==> config.mk <==
export PLATFORM = sky130hd
export DESIGN_NAME = rt_urgency_flag_gen
export DESIGN_NICKNAME = d
export VERILOG_FILES = /design/src/rtl/urg_pkg.sv /design/src/rtl/urg_ctrl_reg.sv /design/src/rtl/urg_thr_cmp.sv /design/src/rtl/urg_out_reg.sv /design/src/rtl/rt_urgency_flag_gen.sv
export SDC_FILE = /design/constraint.sdc
export NUM_CORES = 1
export LEC_CHECK = 0
export ABC_CLOCK_PERIOD_IN_PS = 2000
export BUFFER_PORTS_ARGS = -buffer_cell sky130_fd_sc_hd__buf_2
export CORE_ASPECT_RATIO = 1.2
export CORE_MARGIN = 2
export CORE_UTILIZATION = 47
export CTS_CLUSTER_SIZE = 10
export DETAILED_ROUTE_END_ITERATION = 8
export PLACE_DENSITY = 0.89
export RECOVER_POWER = 25
export SLEW_MARGIN = 20
export SYNTH_ARGS = -nofsm -noshare
export SYNTH_HDL_FRONTEND = slang
export SYNTH_HIERARCHICAL = 1
export SYNTH_SLANG_ARGS = --single-unit
export TNS_END_PERCENT = 20
==> constraint.sdc <==
create_clock -name clk_i -period 2 [get_ports clk_i]
set_input_delay 0.4 -clock clk_i [delete_from_list [all_inputs] [get_ports clk_i]]
set_output_delay 0.4 -clock clk_i [all_outputs]
set_load 0.01 [all_outputs]
==> src/rtl/urg_pkg.sv <==
package urg_pkg;

   typedef logic [1:0] urg_flag_t;

   localparam urg_flag_t URG_NONE = 2'b00;
   localparam urg_flag_t URG_MID  = 2'b01;
   localparam urg_flag_t URG_HIGH = 2'b11;

   // Folds the two threshold comparisons into the flag code.
   function automatic urg_flag_t urg_encode(input logic ge_lo, input logic ge_hi);
      urg_flag_t f;
      f[1] = ge_lo;
      f[0] = ge_lo | ge_hi;
      return f;
   endfunction

endpackage

==> src/rtl/urg_ctrl_reg.sv <==
module urg_ctrl_reg #(
   parameter int CTRL_W    = 32,
   parameter int THR_W     = 8,
   parameter int LO_LSB    = 13,
   parameter int HI_LSB    = 24,
   parameter int STALL_BIT = 22
) (
   input  logic              clk,
   input  logic              rst,
   input  logic              wr_en,
   input  logic [CTRL_W-1:0] wr_data,
   output logic [THR_W-1:0]  lo_thr,
   output logic [THR_W-1:0]  hi_thr,
   output logic              stall_en
);

   localparam logic [CTRL_W-1:0] THR_ONES = {{(CTRL_W-THR_W){1'b0}}, {THR_W{1'b1}}};
   localparam logic [CTRL_W-1:0] RST_VAL  = (THR_ONES << LO_LSB) | (THR_ONES << HI_LSB);

   logic [CTRL_W-1:0] word_q;

   always_ff @(posedge clk) begin
      if (rst)        word_q <= RST_VAL;
      else if (wr_en) word_q <= wr_data;
   end

   assign lo_thr   = word_q[LO_LSB +: THR_W];
   assign hi_thr   = word_q[HI_LSB +: THR_W];
   assign stall_en = word_q[STALL_BIT];

endmodule

==> src/rtl/urg_thr_cmp.sv <==
module urg_thr_cmp #(
   parameter int W    = 8,
   parameter int IMPL = 0   // 0: magnitude compare, 1: borrow of a subtraction
) (
   input  logic [W-1:0] cnt,
   input  logic [W-1:0] thr,
   output logic         ge
);

   generate
      if (IMPL == 0) begin : g_mag
         assign ge = (cnt >= thr);
      end else begin : g_sub
         logic [W:0] diff;
         assign diff = {1'b0, cnt} - {1'b0, thr};
         assign ge   = ~diff[W];
      end
   endgenerate

endmodule

==> src/rtl/urg_out_reg.sv <==
module urg_out_reg
   import urg_pkg::*;
(
   input  logic      clk,
   input  logic      rst,
   input  urg_flag_t flag_d,
   input  logic      stall_en,
   output urg_flag_t flag_q,
   output logic      stall_q
);

   always_ff @(posedge clk) begin
      if (rst) begin
         flag_q  <= URG_NONE;
         stall_q <= 1'b0;
      end else begin
         flag_q  <= flag_d;
         stall_q <= stall_en & (flag_d != URG_NONE);
      end
   end

endmodule

==> src/rtl/rt_urgency_flag_gen.sv <==
module rt_urgency_flag_gen
   import urg_pkg::*;
#(
   parameter int CTRL_W    = 32,
   parameter int CNT_W     = 8,
   parameter int LO_LSB    = 13,
   parameter int HI_LSB    = 24,
   parameter int STALL_BIT = 22,
   parameter int CMP_IMPL  = 0
) (
   input  logic              clk_i,
   input  logic              rst_i,
   input  logic              ctrl_we_i,
   input  logic [CTRL_W-1:0] ctrl_wdata_i,
   input  logic [CNT_W-1:0]  slots_ready_i,
   output logic [1:0]        urg_flag_o,
   output logic              rd_stall_o
);

   localparam int THR_W = CNT_W;

   generate
      if (LO_LSB + THR_W > CTRL_W || HI_LSB + THR_W > CTRL_W) begin : g_bad_field
         $error("threshold field exceeds control word");
      end
      if (STALL_BIT >= CTRL_W) begin : g_bad_stall
         $error("stall bit outside control word");
      end
      if ((STALL_BIT >= LO_LSB && STALL_BIT < LO_LSB + THR_W) ||
          (STALL_BIT >= HI_LSB && STALL_BIT < HI_LSB + THR_W)) begin : g_bad_overlap
         $error("stall bit overlaps a threshold field");
      end
      if (CMP_IMPL < 0 || CMP_IMPL > 1) begin : g_bad_impl
         $error("unknown comparator variant");
      end
   endgenerate

   logic [THR_W-1:0] lo_thr;
   logic [THR_W-1:0] hi_thr;
   logic             stall_en;
   logic             ge_lo;
   logic             ge_hi;
   urg_flag_t        flag_d;
   urg_flag_t        flag_q;

   urg_ctrl_reg #(
      .CTRL_W(CTRL_W), .THR_W(THR_W), .LO_LSB(LO_LSB),
      .HI_LSB(HI_LSB), .STALL_BIT(STALL_BIT)
   ) u_ctrl (
      .clk(clk_i), .rst(rst_i), .wr_en(ctrl_we_i), .wr_data(ctrl_wdata_i),
      .lo_thr(lo_thr), .hi_thr(hi_thr), .stall_en(stall_en)
   );

   urg_thr_cmp #(.W(THR_W), .IMPL(CMP_IMPL)) u_cmp_lo (
      .cnt(slots_ready_i), .thr(lo_thr), .ge(ge_lo)
   );

   urg_thr_cmp #(.W(THR_W), .IMPL(CMP_IMPL)) u_cmp_hi (
      .cnt(slots_ready_i), .thr(hi_thr), .ge(ge_hi)
   );

   assign flag_d = urg_encode(ge_lo, ge_hi);

   urg_out_reg u_out (
      .clk(clk_i), .rst(rst_i), .flag_d(flag_d), .stall_en(stall_en),
      .flag_q(flag_q), .stall_q(rd_stall_o)
   );

   assign urg_flag_o = flag_q;

endmodule

=== Yosys cells after proc, flatten, opt, wreduce, memory -nomap -nowiden ===
Cells that the tools add are included.

* Flip-flop bits (word level): 35
* Logic and storage cells: 8

* Order comparisons: 2
* Bitwise logic cells: 2
* Reduce and logical (&&, ||, !) cells: 1

{| class="wikitable"
|+ Operators with widths
! kind !! count
|-
| $ge A8 B8 Y1 || 2
|-
| $reduce_bool A2 Y1 || 1
|-
| $and A1 B1 Y1 || 1
|-
| $or A1 B1 Y1 || 1
|}

=== Longest topological paths before layout ===
* Depth in word-level cells: 4
* Gate-level depth with buffers: 8

=== By module ===
Netlist, hierarchy kept.

{| class="wikitable"
|+ By module, submodules not included
! module !! instances !! cells an instance !! area an instance (µm²) !! sequential area each (µm²)
|-
| urg_ctrl_reg || 1 || 56 || 641.9 || 340.3
|-
| urg_thr_cmp || 2 || 25 || 197.7 || 0.0
|-
| urg_out_reg || 1 || 7 || 91.3 || 60.1
|-
| rt_urgency_flag_gen || 1 || 1 || 6.3 || 0.0
|}

=== Worst setup path before layout ===
OpenSTA, ideal clock, no wires.

* Path kind: input port to flip-flop
* Start point: input port slots_ready_i[6]
* End point: register u_out.stall_q
* Library setup time: 0.116 ns
* Data arrival time: 1.579 ns
* Required time: 1.884 ns
* Path slack: 0.306 ns
* Stages on the path: 7
* Buffers on the path: 0
* Path through: ha_1 > a21o_1 > a221oi_2 > o21ai_1 > or2_1 > nor2_1 > nor3b_2

* Longest elaborated chain between the ends: 4

{| class="wikitable"
|+ RTL lines
! item !! RTL line !! RTL
|-
| start: declaration || rt_urgency_flag_gen.sv:15 || <nowiki>input logic [CNT_W-1:0] slots_ready_i,</nowiki>
|-
| $ge A8 B8 Y1 || urg_thr_cmp.sv:12 || <nowiki>assign ge = (cnt >= thr);</nowiki>
|-
| via flag_d[1] || rt_urgency_flag_gen.sv:43 || <nowiki>urg_flag_t flag_d;</nowiki>
|-
| $or A1 B1 Y1 || urg_pkg.sv:13 || <nowiki>f[0] = ge_lo | ge_hi;</nowiki>
|-
| via flag_d[0] || rt_urgency_flag_gen.sv:43 ||
|-
| $reduce_bool A2 Y1 || urg_out_reg.sv:18 || <nowiki>stall_q <= stall_en & (flag_d != URG_NONE);</nowiki>
|-
| $and A1 B1 Y1 || urg_out_reg.sv:18 ||
|-
| end signal: assignment || urg_out_reg.sv:18 ||
|-
| end: declaration || urg_out_reg.sv:9 || <nowiki>output logic stall_q</nowiki>
|}

The timed path passes the listed nets, and every way through them passes these cells.
A chain may end at the register's enable or synchronous reset.

=== Final worst setup path ===
* Start point: register u_ctrl.word_q[19]
* End point: register u_out.stall_q

* Longest elaborated chain between the ends: 4

{| class="wikitable"
|+ RTL lines
! item !! RTL line !! RTL
|-
| start: declaration || urg_ctrl_reg.sv:20 || <nowiki>logic [CTRL_W-1:0] word_q;</nowiki>
|-
| start signal: assignment || urg_ctrl_reg.sv:24 || <nowiki>else if (wr_en) word_q <= wr_data;</nowiki>
|-
| $ge A8 B8 Y1 || urg_thr_cmp.sv:12 ||
|-
| via flag_d[1] || rt_urgency_flag_gen.sv:43 ||
|-
| $or A1 B1 Y1 || urg_pkg.sv:13 ||
|-
| via flag_d[0] || rt_urgency_flag_gen.sv:43 ||
|-
| $reduce_bool A2 Y1 || urg_out_reg.sv:18 ||
|-
| $and A1 B1 Y1 || urg_out_reg.sv:18 ||
|}

The timed path passes the listed nets, and every way through them passes these cells.

==> impl_metrics.sql <==
INSERT INTO impl_metrics (metric_group, metric, value, unit) VALUES
('status', 'run_status', 'complete, no violations', ''),
('logic_synthesis', 'syn-instance-count', '114', ''),
('clock_tree', 'insertion_delay', '290', 'ps'),
('floorplanning', 'floorplan.initialDensity', '0.497', ''),
('route', 'ant_nets', '0', ''),
('logic_synthesis', 'synth_cell_type_count', '21', ''),
('floorplanning', 'i_o_pins', '46', ''),
('clock_tree', 'number_of_buffers_on_the_longest_clock_path', '2', ''),
('power_and_ir_drop', 'sequentialPowerShare', '0.515', ''),
('global_routing', 'grt.overflow.total', '0', ''),
('floorplanning', 'fp-row-count', '19', ''),
('sta', 'finalCriticalPeriod', '1780', 'ps'),
('placed_design', 'place.detailed.instances', '170', ''),
('layout', 'multi_input_area', '627', 'sq um'),
('sta', 'fin_skew', '0.610', 'ps'),
('job', 'maxCapViolCount', '0', ''),
('layout', 'area_delta_synth_final', '15.5', '%'),
('clock_tree', 'post_cts.resized_instances', '0', ''),
('logic_synthesis', 'ys_ff_latch', '20', ''),
('sta', 'setup_viol_count_final', '0', ''),
('clock_tree', 'tritoncts_buffers', '3', ''),
('power_and_ir_drop', 'p_per_area', '649', 'nW/um^2'),
('power_and_ir_drop', 'cell_internal_pwr', '0.632', 'mW'),
('clock_tree', 'cts.hold.buffers_added', '0', ''),
('setup_path', 'path_max_fanout', '3', ''),
('route', 'route.detailed.drc', '0', ''),
('placed_design', 'detailed_place_hpwl', '1630', 'um'),
('worst_hold_path', 'hold-path-endpoint', 'u_ctrl/word_q[24]$_SDFFE_PP1P_', ''),
('logic_synthesis', 'ys.flop_type', 'dfxtp_1', ''),
('layout', 'design.final.nets', '203', ''),
('setup_path', 'worst_ep_arrival_time', '1960', 'ps'),
('clock_tree', 'cts.repair_timing.setup_buffer_count', '0', ''),
('power_and_ir_drop', 'swShare', '0.257', ''),
('logic_synthesis', 'synth_nets', '173', ''),
('setup_path', 'timing.critical_path.to_type', 'flip-flop', ''),
('sta', 'post-route-worst-setup-slack', '222', 'ps'),
('setup_path', 'critical_path.reg2reg.endpoint', 'u_out/stall_q$_SDFF_PP0_', ''),
('clock_tree', 'cts_num_sinks', '20', ''),
('global_routing', 'antenna_found_initial', '0', ''),
('route', 'routed_via_density', '5.19', ''),
('logic_synthesis', 'synth_area_per_cell', '9.95', 'sq um'),
('power_and_ir_drop', 'netSwitchingPower', '0.219', 'mW'),
('worst_hold_path', 'min-delay-start', 'ctrl_wdata_i[24]', ''),
('setup_path', 'crit_required', '2180', 'ps'),
('global_routing', 'groute.usage.overall', '0.167', ''),
('clock_tree', 'clock_tree.root_cell', 'clkbuf_4', ''),
('setup_path', 'critPathLaunchType', 'flip-flop', ''),
('setup_path', 'critical_path_class', 'flip-flop to flip-flop', ''),
('placed_design', 'io_buffers', '30', ''),
('layout', 'fin_cells', '174', ''),
('sta', 'timing_worst_slew_pin_value', '1280', 'ps'),
('logic_synthesis', 'syn-cell-area', '1130', 'sq um'),
('route', 'initialDrtViolationCount', '23', ''),
('layout', 'final-seq-area', '400', 'sq um'),
('route', 'wl', '2140', 'um'),
('power_and_ir_drop', 'power.share.combinational', '0.215', ''),
('layout', 'filler_cell_count', '204', ''),
('global_routing', 'grt_start_max_net_pins', '34', ''),
('sta', 'finalHoldWorstSlack', '303', 'ps'),
('sta', 'post-route-period-util', '0.889', ''),
('route', 'first_pass_iters', '4', ''),
('setup_path', 'worst_r2r_setup_slack', '220', 'ps'),
('setup_path', 'worstReg2RegStart', 'u_ctrl/word_q[19]$_SDFFE_PP1P_', ''),
('power_and_ir_drop', 'p_clk_frac', '0.269', ''),
('power_and_ir_drop', 'static-leakage-power', '0.760', 'nW'),
('clock_tree', 'clk_pin_slew_worst_paths', '110', 'ps'),
('route', 'drt-wirelength-per-cell', '12.3', 'um'),
('floorplanning', 'core_area', '2280', 'sq um'),
('placed_design', 'worst_setup_slack_after_placement', '63.7', 'ps'),
('floorplanning', 'chipHeight', '57.8', 'um'),
('clock_tree', 'cts_tree', 'yes', '');
## cells in the mapped netlist, types with 2 or more instances
master     n  area (sq um)
o21ai_1    2          10.0
and3_2     2          15.0
inv_1     16          60.1
ha_1      16           200
buf_6      2          22.5
a211o_1   16           140
nand2b_1   2          12.5
a21o_1     6          45.0
a221oi_2   2          30.0
nand3_1    2          10.0
dfxtp_1   20           400
nor2_1     2          7.51
nor2b_1   17           106
a31oi_1    2          12.5
## how the worst max path moves through the flow
| stage | start | to | slack [ps] | depth (start not counted) |
|---|---|---|---|---|
| after floorplan | slots_ready_i[6] | u_out/stall_q$_SDFF_PP0_ | 310 | 7 |
| after global placement | slots_ready_i[6] | u_out/stall_q$_SDFF_PP0_ | 100 | 8 |
| after detailed placement | slots_ready_i[6] | u_out/stall_q$_SDFF_PP0_ | 60 | 8 |
| after CTS | u_ctrl/word_q[19]$_SDFFE_PP1P_ | u_out/stall_q$_SDFF_PP0_ | 230 | 8 |
| after global routing | u_ctrl/word_q[20]$_SDFFE_PP1P_ | u_out/stall_q$_SDFF_PP0_ | 120 | 8 |
| final | u_ctrl/word_q[19]$_SDFFE_PP1P_ | u_out/stall_q$_SDFF_PP0_ | 220 | 8 |
## registers in the layout (all words and copies together) (netlist names)
signal and count:
u_ctrl/word_q 17, u_out/flag_q 2, u_out/stall_q 1
## per-stage QoR
stage,util,area (sq um)
floorplan,-,1130
global placement,0.559,1280
detailed placement,0.559,1280
CTS,0.575,1310
global route,0.575,1310
finish,0.575,1310
## area by class of cell
type / instances / area share
clock buffer: 4 / 0.0277
inverter: 16 / 0.0458
multi-input combinational: 73 / 0.478
sequential: 20 / 0.305
tap: 31 / 0.0296
timing repair buffer: 30 / 0.114
## critical path, cell delays in order, from the launching register on
cell and delay [ps]:
dfxtp_1 340, inv_1 40, ha_1 280, and3_2 230, a221oi_2 230, o21ai_1 130, or2_1 230, nor2_1 120
nor3b_2 60
## placed cells by master (no fill, tap or decap), types with 2 or more instances in the layout
cell,instances
nand2b_1,2
a211o_1,16
dfxtp_1,20
nor2_1,2
buf_2,29
nor2b_1,17
a21o_1,6
inv_1,16
clkbuf_4,3
o21ai_1,2
ha_1,16
a31oi_1,2
nand3_1,2
a221oi_2,2
and3_2,2
## logic make-up (layout without fill, tap and decap cells)
| kind of cell | Yosys count | after routing | synth area share |
|---|---|---|---|
| muxes | 1 | 1 | 0.00882 |
| AOI/OAI and AO/OA | 28 | 28 | 0.209 |
| adders and majority gates | 16 | 16 | 0.176 |
| and+or+nand+nor | 28 | 28 | 0.158 |
| buffers and inverters | 21 | 50 | 0.0948 |
| DFF | 20 | 20 | 0.353 |
## metal layers
layer  vias to the layer above  wire [um]  global-route usage
met5                         -          0                   0
met4                         0         46               0.102
met3                         6         79              0.0206
met2                        24       1200               0.354
met1                       419        812               0.146
li1                        454          -                   -
## power groups by stage
stage	Clock (mW)	Sequential, mW	Combinational [mW]
3_3_place_gp	0	0.446	0.169
2_1_floorplan	0	0.447	0.126
3_5_place_dp	0	0.448	0.179
4_1_cts	0.239	0.439	0.183
6_report	0.229	0.439	0.183
5_1_grt	0.252	0.442	0.205
Note: power is estimated with default switching activity, not from simulation.
